[config.mk]
export PLATFORM = sky130hd
export DESIGN_NAME = ep_handshake_ctrl
export DESIGN_NICKNAME = d
export VERILOG_FILES = /design/src/rtl/ep_hs_pkg.sv /design/src/rtl/ep_ctl_regs.sv /design/src/rtl/ep_hs_decide.sv /design/src/rtl/ep_handshake_ctrl.sv
export SDC_FILE = /design/constraint.sdc
export NUM_CORES = 1
export LEC_CHECK = 0
export BUFFER_PORTS_ARGS = -buffer_cell sky130_fd_sc_hd__buf_4
export CAP_MARGIN = 20
export CORE_MARGIN = 1
export CORE_UTILIZATION = 45
export CTS_CLUSTER_DIAMETER = 100
export DETAILED_ROUTE_END_ITERATION = 7
export HOLD_SLACK_MARGIN = 0.08
export PLACE_DENSITY = 0.83
export SLEW_MARGIN = 20
export SYNTH_ARGS = -nofsm -noshare
export SYNTH_HDL_FRONTEND = slang
export SYNTH_SLANG_ARGS = --single-unit
[constraint.sdc]
create_clock -name clk -period 1 [get_ports clk]
set_input_delay 0.2 -clock clk [delete_from_list [all_inputs] [get_ports clk]]
set_output_delay 0.2 -clock clk [all_outputs]
set_load 0.1 [all_outputs]
[src/rtl/ep_hs_pkg.sv]
package ep_hs_pkg;
  localparam int DW    = 8;
  localparam int CNT_W = 4;

  localparam int CTL_STALL = 7;
  localparam int CTL_SEQ   = 6;
  localparam int CTL_TXEN  = 5;
  localparam int CTL_RXEN  = 4;
  localparam int STS_TXD   = 0;
  localparam int STS_RXD   = 1;

  typedef enum logic [1:0] {
    TOK_NONE  = 2'd0,
    TOK_IN    = 2'd1,
    TOK_OUT   = 2'd2,
    TOK_SETUP = 2'd3
  } tok_kind_e;

  typedef enum logic [1:0] {
    HS_DATA  = 2'd0,
    HS_ACK   = 2'd1,
    HS_NAK   = 2'd2,
    HS_STALL = 2'd3
  } hs_code_e;

  typedef enum logic [1:0] {
    PEND_NONE = 2'd0,
    PEND_TX   = 2'd1,
    PEND_RX   = 2'd2
  } pend_e;
endpackage

[src/rtl/ep_ctl_regs.sv]
module ep_ctl_regs
  import ep_hs_pkg::*;
#(
  parameter int W  = DW,
  parameter int CW = CNT_W
) (
  input  logic          clk,
  input  logic          rst,
  input  logic          wr_en,
  input  logic          rd_en,
  input  logic          addr,
  input  logic [W-1:0]  wdata,
  input  logic          setup_clr,
  input  logic          set_tx,
  input  logic          set_rx,
  output logic [W-1:0]  rdata,
  output logic          stall,
  output logic          seq,
  output logic          tx_en,
  output logic          rx_en,
  output logic [CW-1:0] count,
  output logic          tx_done,
  output logic          rx_done
);
  logic [W-1:0] ctl_img, sts_img;
  logic         ctl_wr, sts_wr;

  assign ctl_wr = wr_en && !addr;
  assign sts_wr = wr_en && addr;

  always_comb begin
    ctl_img            = '0;
    ctl_img[CTL_STALL] = stall;
    ctl_img[CTL_SEQ]   = seq;
    ctl_img[CTL_TXEN]  = tx_en;
    ctl_img[CTL_RXEN]  = rx_en;
    ctl_img[CW-1:0]    = count;
    sts_img            = '0;
    sts_img[STS_TXD]   = tx_done;
    sts_img[STS_RXD]   = rx_done;
  end

  always_ff @(posedge clk) begin
    if (rst) begin
      stall   <= 1'b0;
      seq     <= 1'b0;
      tx_en   <= 1'b0;
      rx_en   <= 1'b0;
      count   <= '0;
      tx_done <= 1'b0;
      rx_done <= 1'b0;
      rdata   <= '0;
    end else begin
      if (ctl_wr) begin
        stall <= wdata[CTL_STALL];
        seq   <= wdata[CTL_SEQ];
        tx_en <= wdata[CTL_TXEN];
        rx_en <= wdata[CTL_RXEN];
        count <= wdata[CW-1:0];
      end
      // hardware release on SETUP overrides a same-cycle software set
      if (setup_clr) stall <= 1'b0;
      if (sts_wr && wdata[STS_TXD]) tx_done <= 1'b0;
      if (sts_wr && wdata[STS_RXD]) rx_done <= 1'b0;
      // hardware set overrides a same-cycle clear
      if (set_tx) tx_done <= 1'b1;
      if (set_rx) rx_done <= 1'b1;
      if (rd_en) rdata <= addr ? sts_img : ctl_img;
    end
  end

  p_setup_clears_stall_r6: assert property (@(posedge clk) disable iff (rst)
    setup_clr |=> !stall);
  p_seq_only_sw_r7: assert property (@(posedge clk) disable iff (rst)
    !ctl_wr |=> $stable(seq));
  p_tx_set_wins_r9: assert property (@(posedge clk) disable iff (rst)
    set_tx |=> tx_done);
  p_rx_set_wins_r10: assert property (@(posedge clk) disable iff (rst)
    set_rx |=> rx_done);
endmodule

[src/rtl/ep_hs_decide.sv]
module ep_hs_decide
  import ep_hs_pkg::*;
#(
  parameter int CW = CNT_W
) (
  input  logic          clk,
  input  logic          rst,
  input  logic          tok_valid,
  input  logic [1:0]    tok_kind,
  input  logic          pkt_done,
  input  logic          stall,
  input  logic          seq,
  input  logic          tx_en,
  input  logic          rx_en,
  input  logic [CW-1:0] count,
  input  logic          tx_done,
  input  logic          rx_done,
  output logic          hs_valid,
  output logic [1:0]    hs_code,
  output logic          hs_pid,
  output logic [CW-1:0] hs_count,
  output logic          setup_clr,
  output logic          set_tx,
  output logic          set_rx
);
  tok_kind_e kind;
  hs_code_e  code_d;
  pend_e     pend, pend_d;
  logic      tok_live;

  assign kind      = tok_kind_e'(tok_kind);
  assign tok_live  = tok_valid && (kind != TOK_NONE);
  assign setup_clr = tok_valid && (kind == TOK_SETUP);
  assign set_tx    = pkt_done && (pend == PEND_TX);
  assign set_rx    = pkt_done && (pend == PEND_RX);

  always_comb begin
    unique case (kind)
      TOK_IN:    code_d = stall ? HS_STALL : ((tx_en && !tx_done) ? HS_DATA : HS_NAK);
      TOK_OUT:   code_d = stall ? HS_STALL : ((rx_en && !rx_done) ? HS_ACK : HS_NAK);
      TOK_SETUP: code_d = HS_ACK;
      default:   code_d = HS_NAK;
    endcase
  end

  always_comb begin
    pend_d = pend;
    if (pkt_done) pend_d = PEND_NONE;
    if (tok_live) begin
      unique case (code_d)
        HS_DATA: pend_d = PEND_TX;
        HS_ACK:  pend_d = PEND_RX;
        default: pend_d = PEND_NONE;
      endcase
    end
  end

  always_ff @(posedge clk) begin
    if (rst) begin
      hs_valid <= 1'b0;
      hs_code  <= HS_DATA;
      hs_pid   <= 1'b0;
      hs_count <= '0;
      pend     <= PEND_NONE;
    end else begin
      hs_valid <= tok_live;
      pend     <= pend_d;
      if (tok_live) begin
        hs_code  <= code_d;
        hs_pid   <= seq;
        hs_count <= count;
      end
    end
  end

  p_valid_follows_tok_r2: assert property (@(posedge clk) disable iff (rst)
    tok_live |=> hs_valid);
  p_no_spurious_valid_r2: assert property (@(posedge clk) disable iff (rst)
    !tok_live |=> !hs_valid);
  p_stall_first_r3: assert property (@(posedge clk) disable iff (rst)
    (tok_valid && (kind == TOK_IN || kind == TOK_OUT) && stall) |=> (hs_code == HS_STALL));
  p_in_refused_r4: assert property (@(posedge clk) disable iff (rst)
    (tok_valid && kind == TOK_IN && !stall && (!tx_en || tx_done)) |=> (hs_code == HS_NAK));
  p_setup_ack_r6: assert property (@(posedge clk) disable iff (rst)
    setup_clr |=> (hs_code == HS_ACK));
  p_one_flag_r9: assert property (@(posedge clk) disable iff (rst)
    !(set_tx && set_rx));
endmodule

[src/rtl/ep_handshake_ctrl.sv]
module ep_handshake_ctrl
  import ep_hs_pkg::*;
(
  input  logic          clk,
  input  logic          rst,
  input  logic          tok_valid,
  input  logic [1:0]    tok_kind,
  input  logic          pkt_done,
  input  logic          reg_wr,
  input  logic          reg_rd,
  input  logic          reg_addr,
  input  logic [DW-1:0] reg_wdata,
  output logic [DW-1:0] reg_rdata,
  output logic          hs_valid,
  output logic [1:0]    hs_code,
  output logic          hs_pid,
  output logic [CNT_W-1:0] hs_count
);
  logic stall, seq, tx_en, rx_en, tx_done, rx_done;
  logic setup_clr, set_tx, set_rx;
  logic [CNT_W-1:0] count;

  ep_ctl_regs #(.W(DW), .CW(CNT_W)) u_regs (
    .clk(clk), .rst(rst), .wr_en(reg_wr), .rd_en(reg_rd), .addr(reg_addr),
    .wdata(reg_wdata), .setup_clr(setup_clr), .set_tx(set_tx), .set_rx(set_rx),
    .rdata(reg_rdata), .stall(stall), .seq(seq), .tx_en(tx_en), .rx_en(rx_en),
    .count(count), .tx_done(tx_done), .rx_done(rx_done)
  );

  ep_hs_decide #(.CW(CNT_W)) u_decide (
    .clk(clk), .rst(rst), .tok_valid(tok_valid), .tok_kind(tok_kind),
    .pkt_done(pkt_done), .stall(stall), .seq(seq), .tx_en(tx_en), .rx_en(rx_en),
    .count(count), .tx_done(tx_done), .rx_done(rx_done), .hs_valid(hs_valid),
    .hs_code(hs_code), .hs_pid(hs_pid), .hs_count(hs_count),
    .setup_clr(setup_clr), .set_tx(set_tx), .set_rx(set_rx)
  );
endmodule

==> impl_metrics.toml <==
[synthesis]
async_flop_share_pct = 0
syn-cell-area_sq_um = 1140
ys_seq_area_share_pct = 49.1
yosys-top-cells-area = "dfxtp_1 49%, mux2i_1 8.8%, a21oi_1 6.1%"
synthCells = 121
synth_edf_count = 0
yosys.cell_types.count = 27
syn_avg_cell_area_sq_um = 9.44
synth_common_cells = "28 x dfxtp_1, 14 x a21oi_1, 12 x nand2_1, 12 x nor2_1, 10 x mux2i_1"
synth_top_area_share_pct = 49.1
synth_ff_type = "dfxtp_1"
yosysWarnings = 0
synth.most_common_cell = "dfxtp_1"
synth_seq_cells = 28
synth_largest_area_cell = "dfxtp_1"
syn-num-nets = 138

[final_layout]
nNetsFinal = 183
drive_gt1_share_pct = 43.6
area_growth_syn_to_layout_pct = 56.7
n_antenna_cell = 0

[power_and_ir_drop]
comb_power_share_pct = 20.8
ir_drop_uv = 1010
p_leak_nw = 0.715
power_density_nw_per_um2 = 1310
p_total_mw = 2.35
p_switching_mw = 0.677
seqPwrFrac_pct = 50.9
internal_power_mw = 1.67
clkPwrFrac_pct = 28.3
switching_share_pct = 28.8

[sta]
rsz0062_at_grt = "yes"
fin_setup_tns_ns = -2.21
fin_skew_ns = 0.0146
slew_headroom_pct = 72.3
period_minus_slack_ns = 1.20
worst_pin_slew_ns = 0.411
drv_slew = 0
period_share_pct = 120
max_freq_mhz = 830
fin_ws_ns = -0.205
hold_viol_final = 0
setup_viol_count_final = 20

[setup_path]
worstPathRequired_ns = 1.25
startpoint_type = "flop"
path_class = "reg2reg"
end_kind = "flop"
worstPathArrival_ns = 1.45
r2r_setup_slack_ns = -0.20
cp_max_fo = 3

[floorplan]
start_util_pct = 49.7
core_region_area_sq_um = 2300
die_w_um = 52.4
io-pin-count = 33
dieHeight_um = 52.4
dieArea_sq_um = 2740
rows = 17

[outcome]
violations = "setup timing"
outcome = "complete, but fails checks"

[min_path]
hold_path_class = "in2reg"

[drt]
drc_errors = 0
viasPerCell = 5.58
drt_iter0_drc = 17
num_vias = 1076
post_drt_wl_per_cell_um = 16.0
first_pass_iters = 4
ant_nets = 0
routed_wl_um = 3090

[placement]
place_hpwl_um = 1880
port_buffers = 32
place_ws_ns = -0.0824
gp_congestion = 0.804

[clock_tree]
ctsHtreeMaxLevel = 1
cts_buffers = 3
cts_tree = "yes"
cts_root_buf = "clkbuf_4"
clk_pin_slew_ns = 0.17
cts_buffer_depth = 2
clock-sinks = 28
insertion_delay_ns = 0.34

[grt]
track_usage_pct = 26.3
grt_pass1_vias = 1081
grt_overflow = 0
antenna_found_initial = 0
grt_pass1_wl_um = 5090
grt_max_degree = 21

[run]
cap_violations = 0
-- cells by family (layout without fill, tap and decap cells) --
family	after synthesis	in the layout	synth area share [%]
AO/OA/AOI/OAI	28	28	17.9
buffers and inverters	10	54	3.94
flip-flops	28	28	49.1
AND/OR/NAND/NOR	45	45	20.4
multiplexers	10	10	8.76
-- final cells by class --
cell class                      instances  area (sq um)
Tap cell                               28          35.0
Fill cell                             153           507
Multi-Input combinational cell         83           544
Sequential cell                        28           588
Clock buffer                            4          47.5
Timing Repair Buffer                   48           568
Inverter                                2          7.51
-- state kept, by name, indices dropped and copies added, names as in the netlist --
signal	count
u_decide.pend	2
u_regs.rdata	8
u_regs.seq	1
u_regs.stall	1
u_decide.hs_count	4
u_regs.tx_done	1
u_decide.hs_code	2
u_regs.rx_en	1
u_regs.tx_en	1
u_regs.count	4
u_decide.hs_pid	1
u_decide.hs_valid	1
u_regs.rx_done	1
-- through the flow --
step,util (%),cell area (sq um),instances,hold WS [ns]
after detailed placement,64.4,1480,183,0.438
final,77.9,1790,193,0.0953
after global routing,77.9,1790,193,0.0840
after CTS,76.4,1750,190,0.0863
after floorplan,-,1170,121,0.299
after global placement,64.4,1480,183,0.425
-- critical path: stages (launching register included) --
cell	delay (ns)
dfxtp_1	0.45
nor2b_4	0.07
o31a_1	0.31
o41ai_2	0.29
-- power groups by stage --
stage	Clock, mW	Sequential, mW	Combinational, mW
CTS	0.664	1.19	0.471
floorplan	0	1.35	0.140
global placement	0	1.21	0.406
global route	0.731	1.20	0.514
finish	0.665	1.20	0.488
detailed placement	0	1.21	0.414
-- cells in the final DEF, fill, tap and decap left out --
master / netlist / layout
a311oi_1: 1 / 1
buf_12: 0 / 16
inv_1: 2 / 2
o21a_1: 2 / 2
nand3b_1: 7 / 7
a21oi_1: 14 / 14
clkbuf_4: 0 / 3
nand2b_1: 6 / 6
a211oi_1: 2 / 2
nand2_1: 12 / 12
nor2_1: 12 / 12
dfxtp_4: 0 / 2
o31a_1: 1 / 1
clkbuf_16: 0 / 1
nand3_1: 4 / 4
o41ai_2: 2 / 2
dlygate4sd3_1: 0 / 3
dfxtp_2: 0 / 16
a21o_1: 1 / 1
nor2b_4: 0 / 1
buf_4: 1 / 29
and4bb_1: 1 / 1
dfxtp_1: 28 / 10
a32oi_1: 1 / 1
nor2b_1: 2 / 1
mux2i_1: 10 / 10
o311ai_0: 1 / 1
nor3b_1: 1 / 1
o21ai_2: 1 / 1
o22ai_2: 1 / 1
o31ai_1: 1 / 1
-- per-layer routing --
metal / GRT usage (%) / up-vias / part of all wire [%]
met4: 14.9 / 0 / 3.2
met1: 28.1 / 521 / 38
met2: 49.2 / 36 / 54
met3: 2.90 / 8 / 3.9
met5: 0 / - / 0
li1: - / 511 / -
-- path summary, 6_finish.rpt --
| path | startpoint | endpoint | depth (start not counted) |
|---|---|---|---|
| setup / recovery | u_regs.rx_done | u_decide.pend[0] | 3 |
| hold / removal | reg_wdata[4] | u_regs.rx_en | 3 |
| setup reg to reg | u_regs.rx_done | u_decide.pend[0] | 3 |
| hold reg to reg | u_regs.count[1] | u_decide.hs_count[1] | 2 |
-- repair_timing --
action / in CTS / in global routing
hold buffers: 2 / 1
setup endpoints to repair: 20 / 20
hold endpoints to repair: 2 / 1
gates resized for setup: 48 / 4
buffers inserted: 1 / 2
pin swaps: 0 / 2
cloned: 0 / 0
Power figures use the tool's default switching activity.
